===== src/rtl/qct_pkg.sv =====
package qct_pkg;
  localparam int BYTE_W = 8;

  // bit positions within a configuration byte
  localparam int CW_FLAG = 0;
  localparam int CW_HALT = 1;
  localparam int CW_TC   = 2;
  localparam int CW_GATE = 3;
  localparam int CW_RISE = 4;
  localparam int CW_PRE  = 5;
  localparam int CW_CNT  = 6;
  localparam int CW_IRQ  = 7;

  typedef struct packed {
    logic irq_en;
    logic cnt_mode;
    logic pre_long;
    logic rise_edge;
    logic gated;
  } qct_ctrl_t;

  function automatic qct_ctrl_t qct_decode(input logic [BYTE_W-1:0] b);
    qct_ctrl_t c;
    c.irq_en    = b[CW_IRQ];
    c.cnt_mode  = b[CW_CNT];
    c.pre_long  = b[CW_PRE];
    c.rise_edge = b[CW_RISE];
    c.gated     = b[CW_GATE];
    return c;
  endfunction
endpackage


===== src/rtl/qct_sync_edge.sv =====
module qct_sync_edge #(
  parameter int STAGES = 2
) (
  input  logic clk,
  input  logic rst_n,
  input  logic din,
  output logic rise,
  output logic fall
);
  logic [STAGES-1:0] sh_q, sh_d;
  logic              prev_q;
  logic              cur;

  always_comb begin
    sh_d = {sh_q[STAGES-2:0], din};
    cur  = sh_q[STAGES-1];
    rise = cur & ~prev_q;
    fall = ~cur & prev_q;
  end

  always_ff @(posedge clk or negedge rst_n) begin
    if (!rst_n) begin
      sh_q   <= '0;
      prev_q <= 1'b0;
    end else begin
      sh_q   <= sh_d;
      prev_q <= cur;
    end
  end
endmodule


===== src/rtl/qct_channel.sv =====
module qct_channel
  import qct_pkg::*;
#(
  parameter int PRE_LO = 16,
  parameter int PRE_HI = 256
) (
  input  logic              clk,
  input  logic              rst_n,
  input  logic              wr_hit,
  input  logic [BYTE_W-1:0] wr_data,
  input  logic              edge_rise,
  input  logic              edge_fall,
  output logic              zc,
  output logic              zc_irq_set,
  output logic              tc_wait
);
  localparam int PW = $clog2(PRE_HI);

  qct_ctrl_t         ctrl_q, ctrl_d;
  logic              expect_q, expect_d;
  logic              run_q, run_d;
  logic              armed_q, armed_d;
  logic [BYTE_W-1:0] tc_q, tc_d;
  logic [BYTE_W-1:0] cnt_q, cnt_d;
  logic [PW-1:0]     pre_q, pre_d;
  logic              zc_q, zc_d;
  logic              trig_edge, tick;
  logic [PW-1:0]     pre_lim;

  always_comb begin
    trig_edge = ctrl_q.rise_edge ? edge_rise : edge_fall;
    pre_lim   = ctrl_q.pre_long ? PW'(PRE_HI - 1) : PW'(PRE_LO - 1);
    ctrl_d    = ctrl_q;
    expect_d  = expect_q;
    run_d     = run_q;
    armed_d   = armed_q;
    tc_d      = tc_q;
    cnt_d     = cnt_q;
    pre_d     = pre_q;
    zc_d      = 1'b0;
    tick      = 1'b0;
    if (wr_hit) begin
      if (expect_q) begin
        // reload value: restart countdown from it
        tc_d     = wr_data;
        cnt_d    = wr_data;
        expect_d = 1'b0;
        pre_d    = '0;
        if (ctrl_q.cnt_mode || !ctrl_q.gated) begin
          run_d   = 1'b1;
          armed_d = 1'b0;
        end else begin
          run_d   = 1'b0;
          armed_d = 1'b1;
        end
      end else if (wr_data[CW_FLAG]) begin
        ctrl_d   = qct_decode(wr_data);
        expect_d = wr_data[CW_TC];
        if (wr_data[CW_HALT]) begin
          run_d   = 1'b0;
          armed_d = 1'b0;
        end
      end
    end else if (run_q) begin
      if (ctrl_q.cnt_mode) begin
        tick = trig_edge;
      end else if (pre_q == pre_lim) begin
        pre_d = '0;
        tick  = 1'b1;
      end else begin
        pre_d = pre_q + PW'(1);
      end
      if (tick) begin
        if (cnt_q == BYTE_W'(1)) begin
          cnt_d = tc_q;
          zc_d  = 1'b1;
        end else begin
          cnt_d = cnt_q - BYTE_W'(1);
        end
      end
    end else if (armed_q && trig_edge) begin
      run_d   = 1'b1;
      armed_d = 1'b0;
      pre_d   = '0;
    end
  end

  always_ff @(posedge clk or negedge rst_n) begin
    if (!rst_n) begin
      ctrl_q   <= '0;
      expect_q <= 1'b0;
      run_q    <= 1'b0;
      armed_q  <= 1'b0;
      tc_q     <= '0;
      cnt_q    <= '0;
      pre_q    <= '0;
      zc_q     <= 1'b0;
    end else begin
      ctrl_q   <= ctrl_d;
      expect_q <= expect_d;
      run_q    <= run_d;
      armed_q  <= armed_d;
      tc_q     <= tc_d;
      cnt_q    <= cnt_d;
      pre_q    <= pre_d;
      zc_q     <= zc_d;
    end
  end

  assign zc         = zc_q;
  assign zc_irq_set = zc_d & ctrl_q.irq_en;
  assign tc_wait    = expect_q;
endmodule


===== src/rtl/qct_irq.sv =====
module qct_irq #(
  parameter int NCH = 4
) (
  input  logic                   clk,
  input  logic                   rst_n,
  input  logic [NCH-1:0]         set_req,
  input  logic                   ack,
  input  logic                   base_we,
  input  logic [7-$clog2(NCH):0] base_in,
  output logic                   req,
  output logic [7:0]             vec
);
  localparam int IDX_W  = $clog2(NCH);
  localparam int BASE_W = 8 - 1 - IDX_W;

  logic [NCH-1:0]    pend_q, pend_d, first_oh;
  logic [BASE_W-1:0] base_q, base_d;
  logic [IDX_W-1:0]  idx;

  always_comb begin
    idx = '0;
    for (int k = NCH - 1; k >= 0; k--) begin
      if (pend_q[k]) idx = IDX_W'(k);
    end
    first_oh = pend_q & (~pend_q + NCH'(1));
    pend_d   = (ack ? (pend_q & ~first_oh) : pend_q) | set_req;
    base_d   = base_we ? base_in : base_q;
  end

  always_ff @(posedge clk or negedge rst_n) begin
    if (!rst_n) begin
      pend_q <= '0;
      base_q <= '0;
    end else begin
      pend_q <= pend_d;
      base_q <= base_d;
    end
  end

  assign req = |pend_q;
  assign vec = {base_q, idx, 1'b0};
endmodule


===== src/rtl/quad_count_timer.sv =====
module quad_count_timer
  import qct_pkg::*;
#(
  parameter int NCH         = 4,
  parameter int PRE_LO      = 16,
  parameter int PRE_HI      = 256,
  parameter int SYNC_STAGES = 2
) (
  input  logic                     clk,
  input  logic                     rst_n,
  input  logic                     wr_en,
  input  logic [$clog2(NCH)-1:0]   wr_sel,
  input  logic [7:0]               wr_data,
  input  logic [NCH-1:0]           trig_in,
  input  logic                     int_ack,
  output logic [NCH-1:0]           zc_out,
  output logic                     int_req,
  output logic [7:0]               int_vec
);
  localparam int IDX_W = $clog2(NCH);

  logic [1:0]     rs_q;
  logic           rst_core_n;
  logic [NCH-1:0] e_rise, e_fall, irq_set, tc_wait;
  logic           base_we;

  // asynchronous assertion, synchronous release
  always_ff @(posedge clk or negedge rst_n) begin
    if (!rst_n) rs_q <= 2'b00;
    else        rs_q <= {rs_q[0], 1'b1};
  end
  assign rst_core_n = rs_q[1];

  for (genvar g = 0; g < NCH; g++) begin : g_ch
    qct_sync_edge #(.STAGES(SYNC_STAGES)) u_sync (
      .clk  (clk),
      .rst_n(rst_core_n),
      .din  (trig_in[g]),
      .rise (e_rise[g]),
      .fall (e_fall[g])
    );
    qct_channel #(.PRE_LO(PRE_LO), .PRE_HI(PRE_HI)) u_chan (
      .clk       (clk),
      .rst_n     (rst_core_n),
      .wr_hit    (wr_en && (wr_sel == IDX_W'(g))),
      .wr_data   (wr_data),
      .edge_rise (e_rise[g]),
      .edge_fall (e_fall[g]),
      .zc        (zc_out[g]),
      .zc_irq_set(irq_set[g]),
      .tc_wait   (tc_wait[g])
    );
  end

  assign base_we = wr_en && (wr_sel == '0) && !wr_data[CW_FLAG] && !tc_wait[wr_sel];

  qct_irq #(.NCH(NCH)) u_irq (
    .clk    (clk),
    .rst_n  (rst_core_n),
    .set_req(irq_set),
    .ack    (int_ack),
    .base_we(base_we),
    .base_in(wr_data[7:IDX_W+1]),
    .req    (int_req),
    .vec    (int_vec)
  );
endmodule


===== config.mk =====
export PLATFORM = sky130hd
export DESIGN_NAME = quad_count_timer
export DESIGN_NICKNAME = d
export VERILOG_FILES = /design/src/rtl/qct_pkg.sv /design/src/rtl/qct_sync_edge.sv /design/src/rtl/qct_channel.sv /design/src/rtl/qct_irq.sv /design/src/rtl/quad_count_timer.sv
export SDC_FILE = /design/constraint.sdc
export NUM_CORES = 1
export LEC_CHECK = 0
export ABC_AREA = 0
export BUFFER_PORTS_ARGS = -buffer_cell sky130_fd_sc_hd__buf_2
export CELL_PAD_IN_SITES_DETAIL_PLACEMENT = 0
export CELL_PAD_IN_SITES_GLOBAL_PLACEMENT = 1
export CORE_MARGIN = 2
export CORE_UTILIZATION = 53
export CTS_CLUSTER_SIZE = 12
export DETAILED_ROUTE_END_ITERATION = 7
export PLACE_DENSITY = 0.86
export SETUP_SLACK_MARGIN = 0.5
export SLEW_MARGIN = 5
export SYNTH_ARGS = -nofsm -noshare
export SYNTH_HDL_FRONTEND = slang
export SYNTH_SLANG_ARGS = --single-unit

===== constraint.sdc =====
create_clock -name clk -period 13.55 [get_ports clk]
set_input_delay 0.6775 -clock clk [delete_from_list [all_inputs] [get_ports clk]]
set_output_delay 0.6775 -clock clk [all_outputs]
set_load 0.03 [all_outputs]

==> results of run 1 <==
-- area by class of cell --
cell class,count,area share [%]
multi-input combinational,560,43.97
inverter,22,0.9283
sequential,155,43.64
timing repair buffer,32,1.885
clock buffer,22,5.331
tap,188,2.644
clock inverter,8,1.603
-- flip-flops by register name, summed over array words and instances, names as in the netlist --
signal,count
g_ch.u_chan.cnt_q,32
g_ch.u_chan.pre_q,32
g_ch.u_chan.tc_q,32
g_ch.u_chan.ctrl_q,20
g_ch.u_sync.sh_q,8
u_irq.base_q,5
g_ch.u_chan.armed_q,4
g_ch.u_chan.run_q,4
g_ch.u_chan.tc_wait,4
g_ch.u_chan.zc,4
g_ch.u_sync.prev_q,4
u_irq.pend_q,4
rs_q,2
-- placed cells by master (no fill, tap or decap), types with 5 or more instances in the layout --
| cell | n |
|---|---|
| a211oi_1 | 7 |
| a21o_1 | 8 |
| a21oi_1 | 30 |
| a22o_1 | 6 |
| and2_1 | 8 |
| and3_1 | 16 |
| and3b_1 | 6 |
| buf_2 | 29 |
| clkbuf_16 | 17 |
| dfrtp_1 | 154 |
| ha_1 | 12 |
| inv_1 | 22 |
| mux2_2 | 70 |
| mux2_4 | 8 |
| mux2i_1 | 7 |
| nand2_1 | 62 |
| nand2b_1 | 10 |
| nand3_1 | 26 |
| nand3b_1 | 9 |
| nand4_1 | 5 |
| nor2_1 | 43 |
| nor3_1 | 18 |
| nor3b_1 | 9 |
| nor4_1 | 5 |
| o211ai_1 | 11 |
| o21ai_0 | 74 |
| o221a_2 | 6 |
| o22ai_1 | 7 |
| o31ai_1 | 9 |
| or3_1 | 7 |
| xor2_1 | 7 |
-- kinds of logic after synthesis --
| logic type | after synthesis | share of synthesized area, % |
|---|---|---|
| simple gates | 252 | 16.91 |
| other cells | 2 | 0.09294 |
| buf+inv | 64 | 3.592 |
| fa+ha+maj | 12 | 1.858 |
| xor+xnor | 9 | 0.9756 |
| flops | 155 | 48.00 |
| compound gates | 200 | 16.46 |
| mux | 85 | 12.11 |
-- worst max path at each step --
stage                         endpoint  slack [ns]
3_3_place_gp   g_ch[1].u_chan.pre_q[2]       10.71
4_1_cts        g_ch[1].u_chan.pre_q[2]       11.08
6_report       g_ch[3].u_chan.pre_q[6]       11.07
3_5_place_dp   g_ch[1].u_chan.pre_q[2]       10.65
5_1_grt        g_ch[3].u_chan.pre_q[5]       10.87
2_1_floorplan   g_ch[0].u_chan.armed_q        8.91
-- routing by layer --
metal / vias to the layer above / GRT usage, % / part of all wire, %
met2: 191 / 36.99 / 47
met4: 0 / 11.44 / 2.6
li1: 2889 / - / -
met1: 3102 / 31.24 / 46
met5: - / 0 / 0
met3: 38 / 4.648 / 4.4
-- power breakdown --
group	switching [mW]	total [mW]	internal [mW]	leakage, nW
clock	0.181	0.501	0.320	0.302
combinational	0.245	0.486	0.240	1.75
sequential	0.133	0.717	0.583	1.97
-- through the flow --
stage / utilization (%) / total power, mW / cell area, um^2 / cells
floorplan: - / 1.085 / 8080 / 779
global placement: 55.07 / 1.176 / 8279 / 957
detailed placement: 55.07 / 1.198 / 8279 / 957
CTS: 59.18 / 1.707 / 8896 / 987
global route: 59.18 / 1.808 / 8896 / 987
finish: 59.18 / 1.704 / 8896 / 987
-- critical path, stage by stage --
cell,delay [ns]
buf_2,0.14
nand3_1,0.26
o211a_1,0.22
a221oi_1,1.00
o21ai_0,0.24
a22o_1,0.23
==> results.yml, run 1 <==
status:
  status: "finished clean"
cells_and_area:
  nets: 818
  drive_gt1_share_pct: 20.53
  seq_area_um2: 3882
  syn2layout_area_growth_pct: 10.10
  antenna_cells: 0
  fill_cells: 1229
  multi_input_area_um2: 3911
setup_path:
  reg2regPathDepth: 5
  required_ns: 13.85
  critPathLaunchType: "input pin"
  worstSetupStartpoint: "wr_sel[0]"
  cp.arrival_ns: 2.79
  endpoint_kind: "flop"
  crit_fanout: 12
  regToRegSetupSlack_ns: 11.08
  crit_type: "in -> reg"
  reg2reg_to: "g_ch[3].u_chan.pre_q[6]"
  r2r_start: "g_ch[3].u_sync.sh_q[1]"
global_route:
  grt_pass1_vias: 6073
  grt_usage_pct: 23.46
  grt_first_pass_wirelength_um: 30130
  antenna_found_initial: 0
  grt_overflow: 0
  grt_start_max_net_pins: 61
synthesis:
  avgSynthCellArea_um2: 10.37
  syn-cell-area_um2: 8080
  synth_top_area_share_pct: 48.00
  ys_seq_area_share_pct: 48.00
  synth-async-reset-ratio_pct: 100.0
  yosysMostFrequentCell: "dfrtp_1"
  ys_types: 78
  syn_nets: 809
  synth_area_leader_cell: "dfrtp_1"
  yosysWarnings: 0
  synthCells: 779
  synth-seq-cells: 155
  synth_flop_cell: "dfrtp_1"
  synth_edf_count: 0
  synth_commonest_cells: "155 x dfrtp_1, 74 x o21ai_0, 70 x mux2_2, 62 x nand2_1, 43 x nor2_1"
  yosys-top-cells-area: "dfrtp_1 48%, mux2_2 9.8%, o21ai_0 4.6%, nand2_1 2.9%, nor2_1 2.0%"
timing:
  finalClockSkew_ns: 0.006066
  finalSetupTns_ns: 0
  rsz0062_at_grt: "no"
  max_slew_margin_pct: 17.88
  holdWs_ns: 0.02529
  fin_crit_sh_pct: 18.31
  fin_crit_ns: 2.481
  setup_viol: 0
  worst_slew_pin_slew_ns: 1.232
  timing.final.ws_setup_ns: 11.07
  drv_slew: 0
  fmax_mhz: 403.0
  hold_viol: 0
clocking:
  cts_tree: "built"
  hold_buffers: 0
  clk_pin_slew_ns: 0.06
  clockRootBuffer: "clkbuf_16"
  ctsLongestPathBuffers: 2
  cts_resized: 0
  cts_buffers: 17
  insertion_delay_ns: 0.42
  cts.sinks: 155
  post_cts_buffers: 0
  cts_max_level: 4
placed_design:
  portBuffers: 29
  gp_congestion: 0.8572
  dp_slack_ns: 10.65
  hpwlAfterDp_um: 11860
floorplanning:
  initial_core_util_pct: 53.75
  row_count: 45
  die_area_um2: 16250
  die_h_um: 127.5
  fp.dieW_um: 127.5
  coreArea_um2: 15030
  ioPinCount: 31
route:
  ant_nets: 0
  drc_errors: 0
  via_per_inst: 6.302
  wl_per_cell_um: 18.30
  wirelength_um: 18060
  vias: 6220
  drt_iter0_drc: 551
  drtPass1Iterations: 7
power_and_ir_drop:
  power_density_nw_per_um2: 191.5
  vdd_drop_max_v: 0.00009759
  p_leak_nw: 4.021
min_path:
  hp-class: "in -> async"
flow_run:
  cap_violations: 0
Note: power is estimated with default switching activity, not from simulation.
==> inputs of run 2 (changes only) <==
--- a/config.mk
+++ b/config.mk
@@ -10,10 +10,10 @@
 export CELL_PAD_IN_SITES_DETAIL_PLACEMENT = 0
 export CELL_PAD_IN_SITES_GLOBAL_PLACEMENT = 1
 export CORE_MARGIN = 2
-export CORE_UTILIZATION = 53
+export CORE_UTILIZATION = 45
 export CTS_CLUSTER_SIZE = 12
 export DETAILED_ROUTE_END_ITERATION = 7
-export PLACE_DENSITY = 0.86
+export PLACE_DENSITY = 0.77
 export SETUP_SLACK_MARGIN = 0.5
 export SLEW_MARGIN = 5
 export SYNTH_ARGS = -nofsm -noshare
==> constraint.sdc (replaced) <==
create_clock -name clk -period 2.28 [get_ports clk]
set_input_delay 0.114 -clock clk [delete_from_list [all_inputs] [get_ports clk]]
set_output_delay 0.114 -clock clk [all_outputs]
set_load 0.03 [all_outputs]
==> results.yml, run 2 (synthesis results as in run 1) <==
setup_path:
  crit_type: "reg -> reg"
  required_ns: 2.58
  cp.arrival_ns: 2.29
  critPathLaunchType: "flop"
  crit_fanout: 3
  endpoint_kind: "flop"
timing:
  finalClockSkew_ns: 0.01313
  max_slew_margin_pct: 58.56
  drv_slew: 0
  holdWs_ns: 0.03622
  fmax_mhz: 501.5
  rsz0062_at_grt: "yes"
  setup_viol: 0
  finalSetupTns_ns: 0
  hold_viol: 0
  worst_slew_pin_slew_ns: 0.6216
  fin_crit_ns: 1.994
  fin_crit_sh_pct: 87.46
status:
  status: "finished clean"
floorplanning:
  fp.dieW_um: 138
  coreArea_um2: 17780
  row_count: 49
  die_h_um: 138
  ioPinCount: 31
  initial_core_util_pct: 45.45
  die_area_um2: 19040
clocking:
  cts_buffers: 17
  cts_tree: "built"
  insertion_delay_ns: 0.43
  ctsLongestPathBuffers: 2
  cts.sinks: 155
  clk_pin_slew_ns: 0.06
  cts_max_level: 4
  clockRootBuffer: "clkbuf_16"
cells_and_area:
  nets: 903
  reg.largest.list: "g_ch.u_chan.cnt_q (32), g_ch.u_chan.pre_q (32), g_ch.u_chan.tc_q (32)"
  fin_area_um2: 10200
  layout.cells.non_filler: 1112
  seq_area_um2: 3894
  syn2layout_area_growth_pct: 26.18
  multi_input_area_um2: 4494
  antenna_cells: 0
  mostFrequentLayoutCell: "dfrtp_1"
  drive_gt1_share_pct: 38.05
  final_core_util_pct: 57.35
  final_cell_mix: "145 x dfrtp_1, 69 x buf_4, 65 x mux2_2"
  fill_cells: 1513
power_and_ir_drop:
  p_leak_nw: 4.530
  power_density_nw_per_um2: 1084
  vdd_drop_max_v: 0.0006541
global_route:
  grt_usage_pct: 21.36
  grt_first_pass_wirelength_um: 33130
  grt_start_max_net_pins: 63
  grt_pass1_vias: 6429
  grt_overflow: 0
  antenna_found_initial: 0
placed_design:
  gp_congestion: 0.8176
  placed_cells: 1015
  post_dp_cell_area_um2: 8526
  hpwlAfterDp_um: 12790
  portBuffers: 29
route:
  vias: 6497
  via_per_inst: 5.843
  wl_per_cell_um: 18.49
  wirelength_um: 20570
  ant_nets: 0
  drt_iter0_drc: 436
  drc_errors: 0
  drtPass1Iterations: 7
min_path:
  hp-class: "in -> reg"
flow_run:
  cap_violations: 0
[run 2: layout make-up]
cell class | instances | share of cell area [%]
Clock inverter | 11 | 1.239
Multi-Input combinational cell | 560 | 44.08
Inverter | 22 | 0.8099
Tap cell | 229 | 2.810
Timing Repair Buffer | 117 | 8.664
Clock buffer | 18 | 4.209
Sequential cell | 155 | 38.19
[run 2: repair_timing]
| item | 4_1_cts | 5_1_grt |
|---|---|---|
| endpoints found under the hold margin | 6 | 2 |
| cloned | 0 | 2 |
| setup endpoints to repair | 55 | 62 |
| gates resized for setup | 62 | 90 |
| pin swaps | 18 | 38 |
| setup buffers | 30 | 30 |
| hold buffers | 5 | 1 |
[run 2: report_power, final]
part / switching, mW / internal (mW)
clock: 1.14 / 1.59
sequential: 0.783 / 3.48
combinational: 1.92 / 2.15
total: 3.84 / 7.22
[run 2: path summary, 6_finish.rpt]
path	startpoint	to	slack (ns)	depth (start not counted)
worst min-delay path	int_ack	u_irq.pend_q[3]	0.04	3
worst max-delay path	g_ch[0].u_chan.cnt_q[1]	g_ch[0].u_chan.cnt_q[6]	0.29	7
max in group asynchronous	rs_q[1]	g_ch[0].u_chan.pre_q[6]	1.18	2
min in group asynchronous	rs_q[1]	g_ch[2].u_sync.prev_q	0.29	0
worst max register to register	g_ch[0].u_chan.cnt_q[1]	g_ch[0].u_chan.cnt_q[6]	0.29	7
worst min register to register	rs_q[1]	g_ch[2].u_sync.prev_q	0.29	0
[run 2: critical path, stage by stage (launching register included)]
cell,delay [ns]
dfrtp_1,0.38
inv_2,0.08
ha_4,0.12
or3b_4,0.40
mux2_4,0.31
a221oi_2,0.25
nor2_1,0.07
mux2_4,0.27
[run 2: metrics by stage]
stage | power [mW] | setup WS, ns
finish | 11.06 | 0.2860
CTS | 10.53 | 0.2415
floorplan | 6.541 | 0.1999
detailed placement | 7.268 | 0.1447
global route | 11.77 | 0.2284
global placement | 7.125 | 0.2033
[run 2: metal layers]
| metal | vias to the layer above | track usage, % | share of wire (%) |
|---|---|---|---|
| li1 | 3058 | - | - |
| met3 | 38 | 4.572 | 4.7 |
| met5 | - | 0 | 0 |
| met2 | 179 | 34.76 | 49 |
| met1 | 3222 | 28.68 | 44 |
| met4 | 0 | 7.035 | 2.2 |
